===== src/rtl/wbuf_pkg.sv =====
package wbuf_pkg;
  typedef enum logic {REQ_RD = 1'b0, REQ_WR = 1'b1} req_kind_e;
endpackage


===== src/rtl/wbuf_fifo.sv =====
module wbuf_fifo #(
  parameter int AW    = 16,
  parameter int DW    = 32,
  parameter int DEPTH = 4,
  localparam int PW   = $clog2(DEPTH),
  localparam int CW   = PW + 1
) (
  input  logic                      clk,
  input  logic                      rst,
  input  logic                      push,
  input  logic [AW-1:0]             push_addr,
  input  logic [DW-1:0]             push_data,
  input  logic                      pop,
  output logic [AW-1:0]             head_addr,
  output logic [DW-1:0]             head_data,
  output logic [PW-1:0]             head_ptr,
  output logic [CW-1:0]             count,
  output logic [DEPTH-1:0][AW-1:0]  ent_addr,
  output logic [DEPTH-1:0][DW-1:0]  ent_data
);
  logic [AW-1:0] addr_q [DEPTH];
  logic [DW-1:0] data_q [DEPTH];
  logic [PW-1:0] wr_ptr_q, rd_ptr_q;
  logic [CW-1:0] count_q;

  always_ff @(posedge clk) begin
    if (push) begin
      addr_q[wr_ptr_q] <= push_addr;
      data_q[wr_ptr_q] <= push_data;
    end
  end

  always_ff @(posedge clk) begin
    if (rst) begin
      wr_ptr_q <= '0;
      rd_ptr_q <= '0;
      count_q  <= '0;
    end else begin
      if (push) wr_ptr_q <= wr_ptr_q + 1'b1;
      if (pop)  rd_ptr_q <= rd_ptr_q + 1'b1;
      case ({push, pop})
        2'b10:   count_q <= count_q + 1'b1;
        2'b01:   count_q <= count_q - 1'b1;
        default: count_q <= count_q;
      endcase
    end
  end

  for (genvar g = 0; g < DEPTH; g++) begin : g_flat
    assign ent_addr[g] = addr_q[g];
    assign ent_data[g] = data_q[g];
  end

  assign head_addr = addr_q[rd_ptr_q];
  assign head_data = data_q[rd_ptr_q];
  assign head_ptr  = rd_ptr_q;
  assign count     = count_q;

  AST_NO_OVERFLOW: assert property (@(posedge clk) disable iff (rst)
    push |-> (count_q < CW'(DEPTH)));
  AST_NO_UNDERFLOW: assert property (@(posedge clk) disable iff (rst)
    pop |-> (count_q != '0));
endmodule


===== src/rtl/wbuf_match.sv =====
module wbuf_match #(
  parameter int AW    = 16,
  parameter int DEPTH = 4,
  localparam int PW   = $clog2(DEPTH),
  localparam int CW   = PW + 1
) (
  input  logic [DEPTH-1:0][AW-1:0] ent_addr,
  input  logic [PW-1:0]            head_ptr,
  input  logic [CW-1:0]            count,
  input  logic [AW-1:0]            rd_addr,
  output logic                     hit,
  output logic [PW-1:0]            sel
);
  logic [PW-1:0] idx;

  // Walk from oldest to newest; a later match overrides, so the newest wins.
  always_comb begin
    hit = 1'b0;
    sel = head_ptr;
    idx = head_ptr;
    for (int k = 0; k < DEPTH; k++) begin
      idx = head_ptr + PW'(k);
      if ((CW'(k) < count) && (ent_addr[idx] == rd_addr)) begin
        hit = 1'b1;
        sel = idx;
      end
    end
  end
endmodule


===== src/rtl/wbuf_port.sv =====
module wbuf_port
  import wbuf_pkg::*;
#(
  parameter int AW = 16,
  parameter int DW = 32
) (
  input  logic          clk,
  input  logic          rst,
  input  logic          rd_need,
  input  logic [AW-1:0] rd_addr,
  input  logic          wq_nonempty,
  input  logic [AW-1:0] head_addr,
  input  logic [DW-1:0] head_data,
  input  logic          mem_req_ready,
  output logic          mem_req_valid,
  output logic          mem_req_write,
  output logic [AW-1:0] mem_req_addr,
  output logic [DW-1:0] mem_req_data,
  output logic          issue_rd,
  output logic          issue_wr
);
  logic          valid_q;
  req_kind_e     kind_q;
  logic [AW-1:0] addr_q;
  logic [DW-1:0] data_q;
  logic          slot_free;

  assign slot_free = !valid_q || mem_req_ready;
  assign issue_rd  = slot_free && rd_need;
  assign issue_wr  = slot_free && !rd_need && wq_nonempty;

  always_ff @(posedge clk) begin
    if (rst) begin
      valid_q <= 1'b0;
      kind_q  <= REQ_RD;
      addr_q  <= '0;
      data_q  <= '0;
    end else if (slot_free) begin
      valid_q <= issue_rd || issue_wr;
      kind_q  <= issue_rd ? REQ_RD : REQ_WR;
      addr_q  <= issue_rd ? rd_addr : head_addr;
      data_q  <= issue_rd ? '0 : head_data;
    end
  end

  assign mem_req_valid = valid_q;
  assign mem_req_write = (kind_q == REQ_WR);
  assign mem_req_addr  = addr_q;
  assign mem_req_data  = data_q;

  AST_REQ_HOLD: assert property (@(posedge clk) disable iff (rst)
    (mem_req_valid && !mem_req_ready) |=> (mem_req_valid && $stable(mem_req_addr) && $stable(mem_req_data) && $stable(mem_req_write)));
  AST_READ_FIRST: assert property (@(posedge clk) disable iff (rst)
    (rd_need && wq_nonempty && slot_free) |=> (mem_req_valid && !mem_req_write));
endmodule


===== src/rtl/wbuf_rdprio.sv =====
module wbuf_rdprio #(
  parameter int AW    = 16,
  parameter int DW    = 32,
  parameter int DEPTH = 4,
  localparam int PW   = $clog2(DEPTH),
  localparam int CW   = PW + 1
) (
  input  logic          clk,
  input  logic          rst,
  input  logic          st_valid,
  input  logic [AW-1:0] st_addr,
  input  logic [DW-1:0] st_data,
  output logic          st_full,
  input  logic          rd_valid,
  input  logic [AW-1:0] rd_addr,
  output logic          rd_ready,
  output logic          rd_resp_valid,
  output logic [DW-1:0] rd_resp_data,
  output logic          mem_req_valid,
  output logic          mem_req_write,
  output logic [AW-1:0] mem_req_addr,
  output logic [DW-1:0] mem_req_data,
  input  logic          mem_req_ready,
  input  logic          mem_rd_valid,
  input  logic [DW-1:0] mem_rd_data
);
  logic [AW-1:0]            head_addr;
  logic [DW-1:0]            head_data;
  logic [PW-1:0]            head_ptr, sel;
  logic [CW-1:0]            count;
  logic [DEPTH-1:0][AW-1:0] ent_addr;
  logic [DEPTH-1:0][DW-1:0] ent_data;
  logic                     push, hit, rd_fire, issue_rd, issue_wr;
  logic                     rd_need_q, rd_wait_q;
  logic [AW-1:0]            rd_addr_q;

  assign st_full  = (count == CW'(DEPTH));
  assign push     = st_valid && !st_full;
  assign rd_ready = !rd_wait_q;
  assign rd_fire  = rd_valid && rd_ready;

  wbuf_fifo #(.AW(AW), .DW(DW), .DEPTH(DEPTH)) u_fifo (
    .clk(clk), .rst(rst), .push(push), .push_addr(st_addr), .push_data(st_data),
    .pop(issue_wr), .head_addr(head_addr), .head_data(head_data),
    .head_ptr(head_ptr), .count(count), .ent_addr(ent_addr), .ent_data(ent_data)
  );

  wbuf_match #(.AW(AW), .DEPTH(DEPTH)) u_match (
    .ent_addr(ent_addr), .head_ptr(head_ptr), .count(count),
    .rd_addr(rd_addr), .hit(hit), .sel(sel)
  );

  wbuf_port #(.AW(AW), .DW(DW)) u_port (
    .clk(clk), .rst(rst), .rd_need(rd_need_q), .rd_addr(rd_addr_q),
    .wq_nonempty(count != '0), .head_addr(head_addr), .head_data(head_data),
    .mem_req_ready(mem_req_ready), .mem_req_valid(mem_req_valid),
    .mem_req_write(mem_req_write), .mem_req_addr(mem_req_addr),
    .mem_req_data(mem_req_data), .issue_rd(issue_rd), .issue_wr(issue_wr)
  );

  always_ff @(posedge clk) begin
    if (rst) begin
      rd_need_q     <= 1'b0;
      rd_wait_q     <= 1'b0;
      rd_addr_q     <= '0;
      rd_resp_valid <= 1'b0;
      rd_resp_data  <= '0;
    end else begin
      rd_resp_valid <= 1'b0;
      if (rd_fire && hit) begin
        rd_resp_valid <= 1'b1;
        rd_resp_data  <= ent_data[sel];
      end
      if (rd_fire && !hit) begin
        rd_need_q <= 1'b1;
        rd_wait_q <= 1'b1;
        rd_addr_q <= rd_addr;
      end else if (issue_rd) begin
        rd_need_q <= 1'b0;
      end
      if (rd_wait_q && mem_rd_valid) begin
        rd_wait_q     <= 1'b0;
        rd_resp_valid <= 1'b1;
        rd_resp_data  <= mem_rd_data;
      end
    end
  end

  AST_HIT_SKIPS_MEM: assert property (@(posedge clk) disable iff (rst)
    (rd_fire && hit) |=> (rd_resp_valid && !rd_need_q));
  AST_MISS_NO_EARLY_RESP: assert property (@(posedge clk) disable iff (rst)
    (rd_fire && !hit) |=> (!rd_resp_valid && !rd_ready));
  AST_FULL_STOPS_PUSH: assert property (@(posedge clk) disable iff (rst)
    (st_full && !issue_wr) |=> st_full);
endmodule


===== config.mk =====
export PLATFORM = sky130hd
export DESIGN_NAME = wbuf_rdprio
export DESIGN_NICKNAME = d
export VERILOG_FILES = /design/src/rtl/wbuf_pkg.sv /design/src/rtl/wbuf_fifo.sv /design/src/rtl/wbuf_match.sv /design/src/rtl/wbuf_port.sv /design/src/rtl/wbuf_rdprio.sv
export SDC_FILE = /design/constraint.sdc
export NUM_CORES = 1
export LEC_CHECK = 0
export BUFFER_PORTS_ARGS = -buffer_cell sky130_fd_sc_hd__buf_4
export CORE_MARGIN = 3
export CORE_UTILIZATION = 60
export CTS_BUF_LIST = sky130_fd_sc_hd__clkbuf_8 sky130_fd_sc_hd__clkbuf_16
export DETAILED_ROUTE_END_ITERATION = 10
export PLACE_DENSITY = 0.81
export SLEW_MARGIN = 30
export SYNTH_ARGS = -nofsm -noshare
export SYNTH_HDL_FRONTEND = slang
export SYNTH_SLANG_ARGS = --single-unit

===== constraint.sdc =====
create_clock -name clk -period 6.85 [get_ports clk]
set_input_delay 0.3425 -clock clk [delete_from_list [all_inputs] [get_ports clk]]
set_output_delay 0.3425 -clock clk [all_outputs]
set_load 0.01 [all_outputs]

==> key figures, run 1 <==
Status
  • Status: finished clean

Drt
  • Iteration-0 DRC Markers: roughly 1900
  • Met2 wire len: 25.1 mm
  • Top Metal Used: met4
  • Metal3 WL: 5.46 mm
  • Post-route antenna net violation count: 0
  • Final WL: 52.7 mm
  • DR vias: 14100
  • Vias per cell: about 7.0
  • Routed length per instance: around 26 um
  • M1 WL: 20.2 mm
  • Router iterations before antenna repair: 6
  • DRC: 0

Place
  • Port Buffers: approximately 190
  • Dpl ws: 1.76 ns
  • Hpwl dp: between 30 and 40 mm
  • Final Wtd Congestion: 0.963
  • Placed insts: 1945

Global routing
  • GRT Overall Usage: 32.2%
  • GRT overflow: 0
  • Antenna violations before repair: 0
  • Vias in the first global route: around 14000
  • First-pass GRT wire length: ~80 mm
  • Largest net degree at the start of global routing: between 70 and 80

Finish
  • Share of layout cells above drive strength 1: 25.0%
  • Layout area overhead: 14.5%
  • Nets: approximately 1700
  • Diodes inserted: 0
  • Finished Layout Cells: between 2000 and 2500

Synth
  • Syn nets: between 1500 and 2000
  • Register area share after synthesis: approximately 44%
  • Syn_area_per_cell: 12.0 um^2
  • Synthesized flop and latch total: between 300 and 400
  • Cell Area, Synth: roughly 18000 um^2
  • Number of synthesized flops with an enable pin: between 150 and 200
  • Synth warn: 0
  • Synthesized instance count: roughly 1500
  • Main flop type after synthesis: edfxtp_1
  • Post-synth cell types: 71
  • Fraction of registers with async set/reset: 0%

Clock network
  • Cts repair resizes: 0
  • Post-CTS setup buffer count: 0
  • CTS tree: yes
  • Root buffer cell: clkbuf_16
  • H-tree depth: 2
  • Hold Buf Count CTS: 0
  • Clock transition at path regs: approximately 0.060 ns
  • Worst skew pair latency: between 0.5 and 0.6 ns
  • # clock sinks: just over 300
  • Largest buffer count on any clock path: 3
  • Inserted Clock Buffers: 34

Die
  • Initial Util: approximately three fifths
  • Die area: 32000 um^2
  • Top Ports: about 190
  • Die width: between 150 and 200 um
  • # rows: 62
  • Die height: between 150 and 200 um
  • Core area: 29100 um^2

Critical path
  • Reg2reg end: rd_resp_data[23]
  • Slowest stage delay, CP: approximately 0.94 ns
  • Crit path arrival time: approximately 5.5 ns
  • CP endpoint kind: register
  • Cell with the largest stage delay on the worst path: dfxtp_4
  • Crit path max fanout: between 70 and 80
  • WS Path Type: register to register
  • R2R setup slack: ~1.7 ns
  • CP bufs+invs: 2
  • R2R depth: 11
  • Startpoint Class: register
  • Top delay family on crit path: compound AO/OA/AOI/OAI gates
  • CP most frequent cell: buf_4
  • Critical R2R Launch: u_fifo.head_ptr[0]
  • Cell Chain, Critical Path: mux4_2 -> xnor2_2 -> nand3_1 -> or4_4 -> o311ai_4 -> buf_4 -> nand2b_1 -> buf_4 -> o221ai_1 -> a221o_1 -> a311oi_2
  • Crit path required time: 7.22 ns

Job
  • Max Cap Violations: 0

STA
  • Final setup violation count: 0
  • Clock Skew: roughly 0.022 ns
  • Setup_tns: 0 ns
  • Max Slew Vio Count: 0
  • Min setup slack post-route: 1.73 ns
  • Rel. slew slack: between 30% and 40%
  • Max frequency: slightly below 200 MHz
  • Min cycle time layout: between 5 and 6 ns
  • RSZ-0062 raised after global routing: no
  • Final hold slack: about 0.018 ns
  • Final Cycle Share: approximately three quarters
  • Final-report hold violation count: 0
  • Slew @ Worst Pin: about 1.0 ns

Power and ir drop
  • Total power: 6.56 mW
  • Power Density: ~320 nW/um^2
  • VDD IR max: 0.243 mV
  • Leak pwr: between 7 and 8 nW

Worst hold path
  • Hold path cells: 1
  • Hold wc startpoint: st_data[20]
  • Hold Crit Class: input pin to register
  • Worst Hold Path EP: u_fifo.data_q[2][20]
[cell type report]
cell class                 instances  area [um^2]
multi-input combinational        973         9080
fill                            2015         8550
sequential                       302         7980
timing repair buffer             213         1650
clock buffer                      39          920
tap                              384          480
inverter                          73          274
clock inverter                    20          154
[where the power goes]
| part | internal, mW | switching [mW] |
|---|---|---|
| clock | 1.03 | 0.734 |
| sequential | 2.16 | 0.327 |
| combinational | 1.15 | 1.15 |
| total | 4.35 | 2.21 |
[synth_stat cells, types with 5 or more instances]
cell	instances	area share [%]
a211o_1	34	1.7
a211oi_1	19	0.80
a21oi_1	73	2.0
a221o_1	33	1.8
a22oi_1	38	1.6
a311oi_2	30	2.5
and2_1	11	0.38
buf_1	16	0.33
buf_2	25	0.70
buf_4	8	0.33
buf_6	7	0.44
clkbuf_1	89	1.9
dfxtp_1	110	12
edfxtp_1	192	32
ha_1	9	0.63
inv_1	73	1.5
mux2_2	5	0.31
mux2i_1	228	13
mux4_2	85	11
nand2_1	11	0.23
nand2b_1	11	0.38
nand3_1	6	0.17
nand4_1	16	0.56
nor2_1	120	2.5
nor2b_1	9	0.31
nor3_1	7	0.20
o211ai_1	5	0.21
o21ai_0	9	0.25
o21bai_1	33	1.4
o221ai_1	69	3.4
xnor2_1	44	2.1
xor2_1	10	0.49
[state kept, by name, indices dropped and copies added (netlist names), named ones only]
register / cells
u_fifo.head_ptr: 2
u_port.mem_req_write: 1
rd_wait_q: 1
u_fifo.addr_q: 64
u_fifo.count: 3
rd_resp_valid: 1
rd_addr_q: 16
u_port.mem_req_valid: 1
u_fifo.wr_ptr_q: 2
rd_resp_data: 32
u_fifo.data_q: 128
rd_need_q: 1
u_port.mem_req_addr: 16
u_port.mem_req_data: 32
[metrics by stage]
stage	util, %	area [um^2]
detailed placement	66.9	19500
global placement	66.7	19400
CTS	70.6	20500
global route	70.6	20500
floorplan	-	17900
finish	70.6	20500
[cells by family after synthesis]
family	count (synthesis)	share of synthesized area [%]
AOI/OAI and AO/OA	375	17.3
muxes	320	23.8
DFF	302	44.4
buffers and inverters	218	5.20
and+or+nand+nor	212	5.67
xor gates and xnor gates	57	2.91
adders and majority gates	9	0.628
[worst reg2reg max path: stages (launching register included)]
cell and delay, ns:
dfxtp_4 0.94, mux4_2 0.70, xnor2_2 0.21, nand3_1 0.11
or4_4 0.56, o311ai_4 0.71, buf_4 0.47, nand2b_1 0.36
buf_4 0.36, o221ai_1 0.26, a221o_1 0.21, a311oi_2 0.09
[metal layers]
metal | track usage, % | vias up
li1 | - | 6071
met5 | 0 | -
met4 | 12.6 | 0
met3 | 5.29 | 146
met2 | 52.2 | 913
met1 | 43.5 | 6964
[cell usage in the layout (no fill, tap or decap), types with 19 or more instances in the layout]
cell type	n
mux2i_1	228
buf_4	209
edfxtp_1	192
nor2_1	119
dfxtp_1	106
mux4_2	85
inv_1	83
a21oi_1	73
o221ai_1	69
xnor2_1	44
a22oi_1	38
a211o_1	34
clkbuf_16	34
o21bai_1	33
a221o_1	33
a311oi_2	30
a211oi_1	19
[worst max path at each step]
| stage | startpoint | to | slack, ns | cells after the start |
|---|---|---|---|---|
| floorplan | u_fifo.head_ptr[0] | rd_resp_data[11] | 3.46 | 11 |
| global placement | u_fifo.head_ptr[0] | rd_resp_data[24] | 1.95 | 11 |
| detailed placement | u_fifo.head_ptr[0] | rd_resp_data[23] | 1.76 | 11 |
| CTS | u_fifo.head_ptr[0] | rd_resp_data[23] | 1.77 | 11 |
| global route | u_fifo.head_ptr[0] | rd_resp_data[16] | 1.48 | 11 |
| finish | u_fifo.head_ptr[0] | rd_resp_data[23] | 1.73 | 11 |
(Power assumes the default switching activity.)
==> run 2: changes to the inputs <==
Settings changed: ABC_AREA from default to 1, CORE_UTILIZATION 60 to 54, PLACE_DENSITY 0.81 to 0.78.
Clock period 6.85 ns to 4.4 ns, I/O delays scaled along.
==> key figures, run 2 <==
Synth
  • Syn nets: about 2200
  • Count leader, synth: nand2_1
  • Synthesized flop and latch total: about 300
  • Register area share after synthesis: 49.2%
  • Number of synthesized flops with an enable pin: 192
  • Synth area leader: edfxtp_1
  • Cell Area, Synth: 16200 um^2
  • Syn_area_per_cell: 7.68 um^2
  • Synth cell count leaders: nand2_1, nand3_1, o21ai_0
  • Fraction of registers with async set/reset: 0%
  • Post-synth cell types: 34
  • Share of the synthesized area in the top cell type: 35.6%
  • Main flop type after synthesis: edfxtp_1
  • Synthesized instance count: between 2000 and 2500
  • Synth warn: 0
  • Synth area leaders: edfxtp_1, nand2_1, dfxtp_1

Global routing
  • GR Util met2: between 50% and 60%
  • Met3 Track Usage GR: approximately 7.4%
  • Antenna violations before repair: 0
  • GRT Overall Usage: 34.7%
  • GR Util met1: between 40% and 50%
  • First-pass GRT wire length: 85.6 mm
  • Vias in the first global route: ~15000
  • GRT overflow: 0
  • Busiest grt layer: met2
  • Largest net degree at the start of global routing: 92

Place
  • Dpl ws: about 0.81 ns
  • Port Buffers: approximately 190
  • Hpwl dp: roughly 37 mm
  • Placed insts: approximately 2600
  • Final Wtd Congestion: a little over 1

Finish
  • Fillers: roughly 2400
  • Multi-input gate area: 7030 um^2
  • Sequential Area: about 8000 um^2
  • Share of layout cells above drive strength 1: roughly an eighth
  • Max FFs per register: 128
  • Top reg by flops: u_fifo.data_q
  • Nets: approximately 2400
  • Most frequent cells in the layout: nand2_1, nand3_1, buf_4
  • Core Util, Final: about 67%
  • Leading cell type in the layout, fill and taps excluded: nand2_1
  • Finished Layout Cells: 2722
  • Layout area overhead: 20.8%
  • Largest regs: u_fifo.data_q: 128 flops, u_fifo.addr_q: 64 flops

Clock network
  • Inserted Clock Buffers: 31
  • # clock sinks: 302
  • H-tree depth: 1
  • CTS tree: yes
  • Cts repair resizes: 0
  • Clock transition at path regs: roughly 0.060 ns
  • Worst skew pair latency: between 0.5 and 0.6 ns
  • Root buffer cell: clkbuf_16
  • Largest buffer count on any clock path: 3

STA
  • Final setup violation count: 0
  • Min cycle time layout: about 3.7 ns
  • Rel. slew slack: between 30% and 40%
  • Max Slew Vio Count: 0
  • Final-report hold violation count: 0
  • RSZ-0062 raised after global routing: no
  • Final Cycle Share: 84.2%
  • Max frequency: ~270 MHz
  • Setup_tns: 0 ns
  • Slew @ Worst Pin: 0.982 ns
  • Clock Skew: between 0.015 and 0.02 ns
  • Min setup slack post-route: between 0.6 and 0.7 ns

Critical path
  • CP endpoint kind: register
  • Critical R2R Launch: u_fifo.head_ptr[0]
  • Crit path max fanout: 64
  • Startpoint Class: register
  • WS Path Type: register to register
  • Reg2reg end: rd_resp_data[27]
  • R2R setup slack: between 0.6 and 0.7 ns
  • R2R depth: 21
  • Crit path required time: around 4.9 ns
  • Crit path arrival time: ~4.2 ns

Drt
  • Iteration-0 DRC Markers: 1938
  • Router iterations before antenna repair: 6
  • Routed length per instance: between 20 and 25 um
  • Vias per cell: ~5.9
  • Final WL: about 57 mm
  • DR vias: around 16000
  • DRC: 0
  • Post-route antenna net violation count: 0

Die
  • Die height: around 180 um
  • Initial Util: 55.5%
  • Die width: about 180 um
  • # rows: 62
  • Core area: 29200 um^2
  • Top Ports: 187
  • Die area: 32100 um^2

Worst hold path
  • Hold wc startpoint: mem_rd_data[28]
  • Hold Crit Class: input pin to register
  • Worst Hold Path EP: rd_resp_data[28]
  • Hold path cells: 3

Power and ir drop
  • VDD IR max: about 0.4 mV
  • Leak pwr: roughly 8.8 nW
  • Power Density: 602 nW/um^2

Status
  • Status: finished clean

Job
  • Max Cap Violations: 0
==> run 2: cells by family after synthesis <==
| kind of cell | share of synthesized area [%] |
|---|---|
| simple gates | 27.5 |
| buf+inv | 7.71 |
| fa+ha+maj | 0.695 |
| flops | 49.2 |
| mux | 1.98 |
| compound gates | 12.3 |
| xor+xnor | 0.649 |
==> run 2: report_power, final <==
part           internal (mW)  switching, mW  leakage, nW  total, mW
Combinational           1.75           3.67         5.63       5.42
Sequential              3.41          0.372         2.67       3.79
Clock                   1.44           1.13        0.533       2.57
Total                   6.61           5.17         8.84       11.8
==> run 2: critical path: stages, from the launching register on <==
cell,delay [ns]
dfxtp_2,0.34
inv_1,0.41
buf_4,0.38
nand2_1,0.11
nand3_1,0.11
nand2_1,0.06
nand2_1,0.08
inv_1,0.05
nor2_1,0.10
nand2_1,0.06
nor2_1,0.15
nand3_1,0.15
nand3_1,0.15
nand2_1,0.08
nand2_2,0.09
buf_4,0.59
nand3_1,0.18
nand2_1,0.12
nand2_1,0.06
nand2_1,0.09
nand2_1,0.06
a21oi_1,0.13
==> run 2: worst max path at each step <==
| stage | endpoint | slack (ns) | from |
|---|---|---|---|
| 2_1_floorplan | u_fifo.addr_q[0][0] | 0.99 | u_fifo.count[0] |
| 3_3_place_gp | rd_resp_data[22] | 0.95 | u_fifo.head_ptr[0] |
| 3_5_place_dp | rd_resp_data[28] | 0.81 | u_fifo.head_ptr[0] |
| 4_1_cts | rd_resp_data[11] | 0.80 | u_fifo.head_ptr[0] |
| 5_1_grt | rd_resp_data[23] | 0.34 | u_fifo.head_ptr[0] |
| 6_report | rd_resp_data[27] | 0.70 | u_fifo.head_ptr[0] |
==> run 2: layout make-up <==
class,count,share of cell area [%]
Sequential cell,302,40.7
Clock buffer,39,4.58
Antenna cell,1,0.0128
Multi-Input combinational cell,1531,35.9
Clock inverter,19,0.569
Timing Repair Buffer,294,12.8
Tap cell,384,2.45
Inverter,152,2.93
==> run 2: metal layers <==
layer / part of all wire (%) / wire [um]
met1: 39 / 22300
met2: 46 / 25900
met3: 11 / 6050
met4: 4.2 / 2410
met5: 0 / 0
==> run 2: per-stage QoR <==
| stage | total power, mW | instance area, um^2 | hold WS (ns) |
|---|---|---|---|
| 2_1_floorplan | 7.31 | 16200 | 0.319 |
| 3_3_place_gp | 8.91 | 17800 | 0.421 |
| 3_5_place_dp | 9.00 | 17800 | 0.424 |
| 4_1_cts | 11.6 | 19600 | 0.00583 |
| 5_1_grt | 12.5 | 19600 | 0.0409 |
| 6_report | 11.8 | 19600 | 0.0133 |
==> run 2: repair_timing <==
item / in CTS / in global routing
hold endpoints to repair: 223 / 0
setup buffers: 0 / 0
hold buffers: 79 / 0
